[src/rtl/lane_ser_pkg.sv]
package lane_ser_pkg;
  typedef struct packed {
    logic start;    // next cycle is slot 0
    logic capture;  // take the parallel word now
  } serStrobe_t;
endpackage

[src/rtl/lane_ser_ctrl.sv]
module lane_ser_ctrl
  import lane_ser_pkg::*;
#(
  parameter int BITS_PER_LANE = 7,
  parameter int CLK_HIGH      = 4
) (
  input  logic       bitClk,
  input  logic       rstN,
  input  logic       refClk,
  output serStrobe_t stb,
  output logic       clkBit
);
  localparam int SW = $clog2(BITS_PER_LANE);
  localparam logic [SW-1:0] LAST = SW'(BITS_PER_LANE - 1);

  logic          refPrev;
  logic [SW-1:0] slot;
  logic          refRise;

  assign refRise     = refClk && !refPrev;
  assign stb.capture = refRise;
  assign stb.start   = refRise || (slot == LAST);
  assign clkBit      = (slot < SW'(CLK_HIGH));

  always_ff @(posedge bitClk or negedge rstN) begin
    if (!rstN) begin
      refPrev <= 1'b0;
      slot    <= LAST;
    end else begin
      refPrev <= refClk;
      if (stb.start) slot <= '0;
      else           slot <= slot + 1'b1;
    end
  end

  AST_CLK_ON_START: assert property (@(posedge bitClk) disable iff (!rstN)
    $rose(clkBit) |-> $past(stb.start));
  AST_START_CLK_HIGH: assert property (@(posedge bitClk) disable iff (!rstN)
    refRise |=> (clkBit && slot == '0));
  AST_SLOT_BOUND: assert property (@(posedge bitClk) disable iff (!rstN)
    slot <= LAST);
endmodule

[src/rtl/lane_ser_datapath.sv]
module lane_ser_datapath
  import lane_ser_pkg::*;
#(
  parameter int LANES         = 3,
  parameter int BITS_PER_LANE = 7
) (
  input  logic                           bitClk,
  input  logic                           rstN,
  input  serStrobe_t                     stb,
  input  logic [LANES*BITS_PER_LANE-1:0] dataIn,
  input  logic                           inFloat,
  output logic [LANES-1:0]               laneBits
);
  localparam int WIDTH = LANES * BITS_PER_LANE;

  logic [WIDTH-1:0] hold;

  always_ff @(posedge bitClk or negedge rstN) begin
    if (!rstN)            hold <= '0;
    else if (stb.capture) hold <= inFloat ? '0 : dataIn;
  end

  AST_CAPTURE: assert property (@(posedge bitClk) disable iff (!rstN)
    (stb.capture && !inFloat) |=> hold == $past(dataIn));
  AST_FLOAT_ZERO: assert property (@(posedge bitClk) disable iff (!rstN)
    (stb.capture && inFloat) |=> hold == '0);

  for (genvar k = 0; k < LANES; k++) begin : gLane
    logic [BITS_PER_LANE-1:0] sh;
    always_ff @(posedge bitClk or negedge rstN) begin
      if (!rstN)          sh <= '0;
      else if (stb.start) sh <= hold[k*BITS_PER_LANE +: BITS_PER_LANE];
      else                sh <= sh >> 1;
    end
    assign laneBits[k] = sh[0];

    AST_LANE_LOAD: assert property (@(posedge bitClk) disable iff (!rstN)
      stb.start |=> laneBits[k] == $past(hold[k*BITS_PER_LANE]));
  end
endmodule

[src/rtl/lane_serializer.sv]
module lane_serializer
  import lane_ser_pkg::*;
#(
  parameter int LANES         = 3,
  parameter int BITS_PER_LANE = 7,
  parameter int CLK_HIGH      = 4
) (
  input  logic                           bitClk,
  input  logic                           rstN,
  input  logic                           refClk,
  input  logic [LANES*BITS_PER_LANE-1:0] dataIn,
  input  logic                           inFloat,
  input  logic                           pwrDnN,
  output logic [LANES-1:0]               laneData,
  output logic                           laneClk,
  output logic                           laneOe
);
  serStrobe_t       stb;
  logic             clkBit;
  logic [LANES-1:0] laneBits;

  lane_ser_ctrl #(.BITS_PER_LANE(BITS_PER_LANE), .CLK_HIGH(CLK_HIGH)) uCtrl (
    .bitClk(bitClk), .rstN(rstN), .refClk(refClk), .stb(stb), .clkBit(clkBit)
  );

  lane_ser_datapath #(.LANES(LANES), .BITS_PER_LANE(BITS_PER_LANE)) uPath (
    .bitClk(bitClk), .rstN(rstN), .stb(stb), .dataIn(dataIn),
    .inFloat(inFloat), .laneBits(laneBits)
  );

  assign laneOe   = pwrDnN;
  assign laneClk  = pwrDnN && clkBit && rstN;
  assign laneData = (pwrDnN && rstN) ? laneBits : '0;
endmodule

[config.mk]
export PLATFORM = sky130hd
export DESIGN_NAME = lane_serializer
export DESIGN_NICKNAME = d
export VERILOG_FILES = /design/src/rtl/lane_ser_pkg.sv /design/src/rtl/lane_ser_ctrl.sv /design/src/rtl/lane_ser_datapath.sv /design/src/rtl/lane_serializer.sv
export SDC_FILE = /design/constraint.sdc
export NUM_CORES = 1
export LEC_CHECK = 0
export BUFFER_PORTS_ARGS = -buffer_cell sky130_fd_sc_hd__buf_2
export CORE_UTILIZATION = 35
export DETAILED_ROUTE_END_ITERATION = 10
export GPL_ROUTABILITY_DRIVEN = 0
export PLACE_DENSITY = 0.66
export SYNTH_ARGS = -nofsm -noshare
export SYNTH_HDL_FRONTEND = slang
export SYNTH_SLANG_ARGS = --single-unit
[constraint.sdc]
create_clock -name bitClk -period 4.25 [get_ports bitClk]
set_clock_uncertainty 0.1 [all_clocks]
set_input_delay 0.6375 -clock bitClk [delete_from_list [all_inputs] [get_ports bitClk]]
set_output_delay 0.6375 -clock bitClk [all_outputs]
set_load 0.05 [all_outputs]
==> summary.txt, run 1 <==
Status: complete, no violations
Die Area: 5810 um2
Psw: 0.000241 W
Clock Latency Late Sink: 0.29 ns
DRT met1 WL: 1.42 mm
# IOs: 31
Pwr Total: 0.000966 W
DRT Pass-1 Iters: 2
Layout cells sized above 1: 32.1%
MaxCap Viol Count: 0
Die Wd: 76.2 um
Largest net degree at the start of global routing: 45
Clock tree sinks: 46
CTS Buf Count: 5
CTS tree: yes
Gr usage total: 11.9%
CP max FO: 31
Cell variety after synth: 20
Wire length per cell: 11.4 um
Mapped Area: 1930 um2
Sequential share of power: 55.7%
RSZ-0062 raised after global routing: no
Nets: 213
Worst setup SP type: input pin
Final TNS setup: 0 ns
Final Cycle Share: 56.0%
Max clock buf depth: 2
Post-Syn Nets: 185
DRT iter0 DRCs: 38
Synth Area per Inst: 12.3 um2
Flop2flop setup slack: 2.52 ns
Post-CTS Setup Bufs: 0
Final Setup Violations: 0
Max Slew Vio Count: 0
Area Overhead vs Synth: 13.5%
YS warnings: 0
Overflow after GRT: 0
H-tree levels: 2
Max stage delay cell, worst path: buf_2
Core area: 5200 um2
Final setup margin: 1.87 ns
Pwr/cell area: 442 nW/um2
Internal Power: 0.000725 W
Crit path required time: 3.51 ns
CP arrival: 1.64 ns
Via Count: 1118
WP buf/inv: 2
Final Hold Vio Count: 0
CTS Hold Bufs: 0
Input/output buffers: 30
Crit-path max cell delay: 0.49 ns
Top routing layer used: met4
Switching share of power: 24.9%
Register bit count reported by yosys: 46
ANT cells: 0
Crit path cell chain: buf_2 -> and3_1 -> buf_2
Crit Path Class: in -> out
Slew HR: 58.3%
FP Rows: 26
Final routed DRC violation total: 0
Root Buffer: clkbuf_8
Number of global-route vias before repair: 1203
Design area: 2190 um2
Layout Utilization: 42.0%
Die Y: 76.2 um
Clock group share of total power: 26.4%
Vias per cell: 4.40
Final wirelength: 2.88 mm
Combinational share of power: 17.9%
Worst setup EP type: output port
Initial antenna violation count: 0
Pre-CTS WS: 1.81 ns
Reg2reg path depth: 3
F_max: 420 MHz
Met2 wire length: 1.27 mm
Cells after synthesis: 157
Worst R2R Start: uCtrl.refPrev
Initial core utilization: 37.0%
Post-route ant nets: 0
Leakage: 1.09 nW
Metal3 WL: 138 um
Peak supply drop: 207 uV
Crit-path most repeated cell: buf_2
Least-Margin Pin Slew: 0.626 ns
Post-synthesis sequential area ratio: 59.9%
Post-DP HPWL: 1.82 mm
Min-Delay Path Class: in -> async
Worst-path clk slew: 0.07 ns
First-pass GRT wire length: 5.27 mm
Post-cts resize count: 0
Delay-heaviest family, CP: buffers and inverters
Placed inst area: 2100 um2
RR Endpoint: uPath.gLane[0].sh[2]
Min Tclk post-route: 2.38 ns
[stage by stage]
stage	hold WS (ns)	std cells
after global routing	0.300	254
final	0.258	254
after CTS	0.271	254
after floorplan	0.242	157
after detailed placement	0.351	248
after global placement	0.350	248
[registers in the layout, indices dropped and copies added (netlist names)]
register	cells
uCtrl.slot	3
uCtrl.refPrev	1
uPath.gLane.sh	21
uPath.hold	21
[cells in the mapped netlist, drive strengths merged]
cell / n / area, um2
ha: 2 / 25.0
dfrtp: 44 / 1100
and3: 3 / 18.8
nand2: 24 / 97.6
nand2b: 22 / 145
nor2: 5 / 18.8
mux2i: 1 / 10.0
o21ai: 21 / 105
clkbuf: 3 / 11.3
buf: 7 / 56.3
inv: 2 / 7.51
mux2: 18 / 259
and2: 3 / 18.8
dfstp: 2 / 52.6
[power groups by stage]
stage	Combinational [W]	Clock (W)	Sequential, W
floorplan	0.000144	0	0.000539
global placement	0.000172	0	0.000545
detailed placement	0.000177	0	0.000548
CTS	0.000176	0.000273	0.000539
global route	0.000195	0.000286	0.000549
finish	0.000172	0.000255	0.000538
[cells in the final DEF, fill, tap and decap left out, drive strengths merged]
cell type,count
dfrtp,44
buf,31
nand2,24
nand2b,22
o21ai,21
mux2,18
clkbuf,6
nor2,5
and3,3
and2,3
inv,2
ha,2
dfstp,2
mux2i,1
[layout make-up]
| class | count | area, um2 |
|---|---|---|
| fillers | 511 | 3020 |
| flip-flops and latches | 46 | 1150 |
| multi-input cells | 99 | 698 |
| repair buffers | 31 | 158 |
| well taps | 70 | 87.6 |
| clock buffers | 6 | 82.6 |
| inverters | 2 | 7.51 |
[kinds of logic (layout without fill, tap and decap cells)]
logic type,count (synthesis),count (layout),synth area share [%]
flip-flops,46,46,59.9
AND/OR/NAND/NOR,57,57,15.5
multiplexers,19,19,14.0
buffers and inverters,12,39,3.90
adder cells (fa/ha/maj),2,2,1.30
AO/OA/AOI/OAI,21,21,5.45
[how the worst max path moves through the flow]
stage | from | end | slack (ns) | cells past startpoint
finish | rstN | laneData[0] | 1.87 | 3
global route | rstN | laneClk | 1.70 | 4
CTS | rstN | laneData[0] | 1.81 | 3
detailed placement | rstN | laneData[0] | 1.81 | 3
global placement | rstN | laneData[1] | 1.84 | 3
floorplan | pwrDnN | laneClk | 2.19 | 2
[per-layer routing]
metal | vias to the layer above | GRT usage (%)
li1 | 562 | -
met3 | 6 | 4.19
met2 | 26 | 18.8
met4 | 0 | 6.35
met5 | - | 0
met1 | 524 | 14.4
Note: power is estimated with default switching activity, not from simulation.
==> inputs of run 2 (changes only) <==
ABC_AREA = 1   (was not set)
clock period = 2.3 ns   (was 4.25 ns; I/O delays follow)
==> summary.txt, run 2 <==
Core area: 5110 um2
Die Y: 74.9 um
Overflow after GRT: 0
Count leader, synth: nand2_1
Pwr/cell area: 831 nW/um2
CP endpoint: laneClk
Async SR Flop Fraction: 100%
Status: complete, no violations
DRT Pass-1 Iters: 4
Max Slew Vio Count: 0
Largest regs: uPath.gLane.sh x21, uPath.hold x21, uCtrl.slot x3
Gr busiest metal: met2
Worst setup EP type: output port
Combinational share of power: 15.5%
# IOs: 31
Area Overhead vs Synth: 14.9%
Final setup margin: 0.715 ns
Met2 GRT Util: 22.4%
Worst-path clk slew: 0.08 ns
Crit Path Class: reg -> out
Crit path required time: 1.86 ns
FP Rows: 26
Pre-CTS WS: 0.709 ns
Flop2flop setup slack: 0.80 ns
Reg2reg path depth: 5
Most used DFF post-synth: dfrtp_1
Max clock buf depth: 2
Min Tclk post-route: 1.58 ns
Switching share of power: 27.8%
Layout Utilization: 41.8%
Met3 usage: 4.82%
Final routed DRC violation total: 0
Final Hold Vio Count: 0
DRT iter0 DRCs: 66
Via Count: 1334
Post-synth EDFFs: 0
Synth Area per Inst: 9.20 um2
Main combinational cell family by area after synthesis: simple AND/OR/NAND/NOR gates
Worst setup SP type: flip-flop
Die Wd: 74.9 um
Post-route ant nets: 0
Min-Delay Path Class: in -> async
Layout cells sized above 1: 19.5%
Grt met1 use: 17.3%
Share of the synthesized area in the top cell type: 59.3%
Post-synthesis simple-gate area fraction: 24.4%
Largest net degree at the start of global routing: 47
Mapped Area: 1860 um2
Number of global-route vias before repair: 1318
YS warnings: 0
RR Endpoint: uPath.gLane[0].sh[6]
Post-synthesis sequential area ratio: 62.1%
Post-DP HPWL: 2.16 mm
Synth Area in Adders: 1.35%
Commonest cells in the netlist: nand2_1 (79), dfrtp_1 (44), o21ai_0 (21)
Peak supply drop: 372 uV
Top cells by area, synth: dfrtp_1 (59%), nand2_1 (16%), o21ai_0 (5.7%)
Post-synthesis share of cell area spent on xor and xnor gates: 0.471%
Final TNS setup: 0 ns
Cells after synthesis: 202
Final Cycle Share: 68.9%
Post-synthesis mux area share: 0%
Die Area: 5600 um2
CTS tree: yes
Leakage: 1.13 nW
First-pass GRT wire length: 5.76 mm
Final wirelength: 3.33 mm
CP arrival: 1.14 ns
Crit path from: uCtrl.slot[2]
CTS Hold Bufs: 0
Initial antenna violation count: 0
Post-synthesis compound-gate area fraction: 5.66%
Vias per cell: 4.43
MaxCap Viol Count: 0
Cell taking the most area after synthesis: dfrtp_1
H-tree levels: 2
Least-Margin Pin Slew: 0.631 ns
Root Buffer: clkbuf_8
Sequential share of power: 56.1%
Post-cts resize count: 0
Clock group share of total power: 28.4%
Nets: 258
Register bit count reported by yosys: 46
Post-Syn Nets: 230
F_max: 631 MHz
Most common cell after layout, fill and taps aside: nand2_1
Gr usage total: 14.1%
CTS Buf Count: 5
Worst R2R Start: uCtrl.slot[1]
Initial core utilization: 36.4%
Psw: 0.000494 W
Post-CTS Setup Bufs: 0
Cell variety after synth: 15
Wire length per cell: 11.0 um
RSZ-0062 raised after global routing: no
Clock Latency Late Sink: 0.30 ns
Clock tree sinks: 46
Most frequent cells in the layout: nand2_1 (79), dfrtp_1 (44), buf_2 (30), o21ai_0 (21), nand3_1 (18)
ANT cells: 0
Input/output buffers: 30
Final Setup Violations: 0
Slew HR: 57.9%
CP max FO: 3
Internal Power: 0.00128 W
-- run 2: cell types whose count changed after synthesis, moves of 3 or more --
cell,delta
nand2_1,+56
nand2b_1,-21
nand3_1,+18
mux2_4,-15
inv_1,+8
nor2_1,+5
buf_2,+4
o21ai_0,+4
o21ai_1,-4
and2_1,-3
and3_1,-3
clkbuf_1,-3
mux2_2,-3
-- run 2: final cells by class --
cell class | instances | area, um2
Inverter | 10 | 37.5
Tap cell | 70 | 87.6
Clock inverter | 1 | 5.00
Multi-Input combinational cell | 134 | 592
Timing Repair Buffer | 33 | 173
Clock buffer | 7 | 86.3
Fill cell | 527 | 2970
Sequential cell | 46 | 1150
-- run 2: how the worst min path moves through the flow --
stage | startpoint | to | slack, ns | depth (start not counted)
2_1_floorplan | rstN | uCtrl.refPrev | -0.05 | 0
3_3_place_gp | uCtrl.slot[0] | uCtrl.slot[0] | 0.35 | 1
3_5_place_dp | uPath.gLane[0].sh[5] | uPath.gLane[0].sh[4] | 0.37 | 2
4_1_cts | refClk | uCtrl.refPrev | 0.06 | 1
5_1_grt | refClk | uCtrl.refPrev | 0.06 | 1
6_report | rstN | uPath.hold[0] | 0.06 | 2
-- run 2: per-layer routing --
layer | wire length [um] | share of wire, %
met1 | 1640 | 49
met2 | 1480 | 45
met3 | 146 | 4.4
met4 | 61 | 1.8
met5 | 0 | 0
-- run 2: kinds of logic after synthesis --
| group | count (synthesis) |
|---|---|
| flops | 46 |
| compound gates | 21 |
| buf+inv | 22 |
| xor+xnor | 1 |
| fa+ha+maj | 2 |
| simple gates | 110 |
-- run 2: power groups by stage --
stage | clock network (W) | registers (W) | logic [W]
3_5_place_dp | 0 | 0.00101 | 0.000282
3_3_place_gp | 0 | 0.00101 | 0.000274
4_1_cts | 0.000517 | 0.000997 | 0.000283
2_1_floorplan | 0 | 0.000993 | 0.000219
6_report | 0.000503 | 0.000996 | 0.000275
5_1_grt | 0.000549 | 0.00101 | 0.000323
-- run 2: stage by stage --
step                      power (W)  instance area [um2]  instances  hold slack (ns)
final                       0.00177                 2130        301           0.0584
after floorplan             0.00121                 1860        202          -0.0506
after detailed placement    0.00130                 2040        293            0.367
after global routing        0.00188                 2130        301           0.0606
after CTS                   0.00180                 2130        301           0.0592
after global placement      0.00128                 2040        293            0.354
-- run 2: critical path: stages, from the launching register on --
cell	delay [ns]
dfstp_2	0.58
nor2_1	0.05
buf_2	0.20
==> inputs of run 3 (changes only) <==
clock period = 1.6 ns   (was 2.3 ns; I/O delays follow)
==> summary.txt, run 3 (same netlist as run 2, synthesis figures left out) <==
Fill count: 527
Largest regs: uPath.gLane.sh x21, uPath.hold x21, uCtrl.slot x3
Least-Margin Pin Slew: 0.561 ns
RR Endpoint: uPath.gLane[0].sh[6]
Post-route ant nets: 0
Met2 GRT Util: 20.7%
Initial core utilization: 36.4%
Layout cells sized above 1: 20.8%
Final routed DRC violation total: 0
FP Rows: 26
Gr busiest metal: met2
Min-Delay Path Class: in -> reg
Input/output buffers: 30
Final TNS setup: 0 ns
Reg2reg path depth: 5
Die Y: 74.9 um
Vias per cell: 4.32
CP max FO: 22
F_max: 670 MHz
MaxCap Viol Count: 0
Nets: 263
Hold path depth: 3
Min Tclk post-route: 1.49 ns
Post-CTS Setup Bufs: 0
Clock tree sinks: 46
Max Slew Vio Count: 0
Worst-path clk slew: 0.09 ns
DRT iter0 DRCs: 95
Core area: 5110 um2
Gr usage total: 13.2%
RSZ-0062 raised after global routing: no
Slew HR: 62.6%
Max stage delay cell, worst path: dlygate4sd3_1
Worst setup EP type: flip-flop
Number of global-route vias before repair: 1258
Pre-CTS WS: 0.247 ns
Overflow after GRT: 0
Pwr/cell area: 1230 nW/um2
Via Count: 1322
# IOs: 31
Met3 usage: 3.21%
Crit Path Class: in -> reg
Worst setup SP type: input pin
Area Overhead vs Synth: 18.4%
Clock Latency Late Sink: 0.30 ns
Grt met1 use: 17.3%
DRT Pass-1 Iters: 4
Leakage: 1.16 nW
Crit path cell chain: dlygate4sd3_1 -> buf_2 -> nand2_2 -> nand2_4 -> inv_1 -> nor2_1
CTS Buf Count: 5
Crit path required time: 1.70 ns
H-tree levels: 2
Largest net degree at the start of global routing: 47
Max clock buf depth: 2
CTS tree: yes
Die Area: 5600 um2
Root Buffer: clkbuf_8
Status: complete, no violations
Flop2flop setup slack: 0.23 ns
First-pass GRT wire length: 5.47 mm
ANT cells: 0
Wire length per cell: 10.5 um
Final setup margin: 0.107 ns
Final Cycle Share: 93.3%
CTS Hold Bufs: 2
Most common cell after layout, fill and taps aside: nand2_1
Initial antenna violation count: 0
Crit-path max cell delay: 0.53 ns
Die Wd: 74.9 um
Final wirelength: 3.21 mm
CP arrival: 1.59 ns
Hold path startpoint: dataIn[7]
Final Setup Violations: 0
Peak supply drop: 662 uV
Post-cts resize count: 0
Most frequent cells in the layout: nand2_1 (79), dfrtp_1 (44), buf_2 (30), o21ai_0 (21), nand3_1 (18)
Post-DP HPWL: 2.11 mm
Hold worst-path end: uPath.hold[7]
Final Hold Vio Count: 0
Worst R2R Start: uCtrl.slot[1]
==> run 3: cell count changes in the layout (fill, tap and decap cells not counted) <==
cell / previous run / this run
buf_4: 3 / 6
clkbuf_1: 1 / 0
clkinvlp_4: 0 / 2
clkbuf_8: 6 / 5
clkinv_2: 1 / 0
bufinv_16: 0 / 1
dlygate4sd3_1: 0 / 2
==> run 3: report_power, final <==
part | total, W | internal, W | leakage (nW) | switching, W
logic | 0.000407 | 0.000157 | 0.505 | 0.000250
registers | 0.00143 | 0.00135 | 0.601 | 0.0000832
clock network | 0.000864 | 0.000464 | 0.0504 | 0.000400
total | 0.00270 | 0.00197 | 1.16 | 0.000733
==> run 3: how the worst max path moves through the flow <==
stage                  start                    to
3_3_place_gp   uCtrl.slot[1]  uPath.gLane[2].sh[2]
5_1_grt               refClk  uPath.gLane[2].sh[6]
4_1_cts               refClk  uPath.gLane[0].sh[6]
6_report              refClk  uPath.gLane[0].sh[6]
2_1_floorplan  uCtrl.slot[2]               laneClk
3_5_place_dp   uCtrl.slot[1]  uPath.gLane[0].sh[6]
==> run 3: layout make-up <==
cell class / count / area, um2 / area share, %
multi-input cells: 134 / 592 / 26.9
well taps: 70 / 87.6 / 3.98
clock inverters: 3 / 45.0 / 2.05
clock buffers: 5 / 68.8 / 3.13
inverters: 10 / 37.5 / 1.71
flip-flops and latches: 46 / 1150 / 52.4
repair buffers: 38 / 215 / 9.78
==> run 3: worst max-delay path, delay by kind of cell <==
family,cells,cell delay [ns]
buffers and inverters,3,0.81
and+or+nand+nor,3,0.53
==> run 3: through the flow <==
stage	total power (W)	area (um2)	std cells	utilization, %	hold WS, ns
finish	0.00270	2200	306	43.1	0.0713
global placement	0.00185	2070	296	40.4	0.273
detailed placement	0.00187	2070	296	40.4	0.277
floorplan	0.00174	1860	202	-	-0.156
CTS	0.00273	2200	306	43.1	0.0725
global route	0.00284	2200	306	43.1	0.0832
==> run 3: layer usage <==
layer  share of wire, %  wire length, um
met1                 49             1590
met4                1.2               37
met3                5.3              171
met2                 44             1410
met5                  0                0
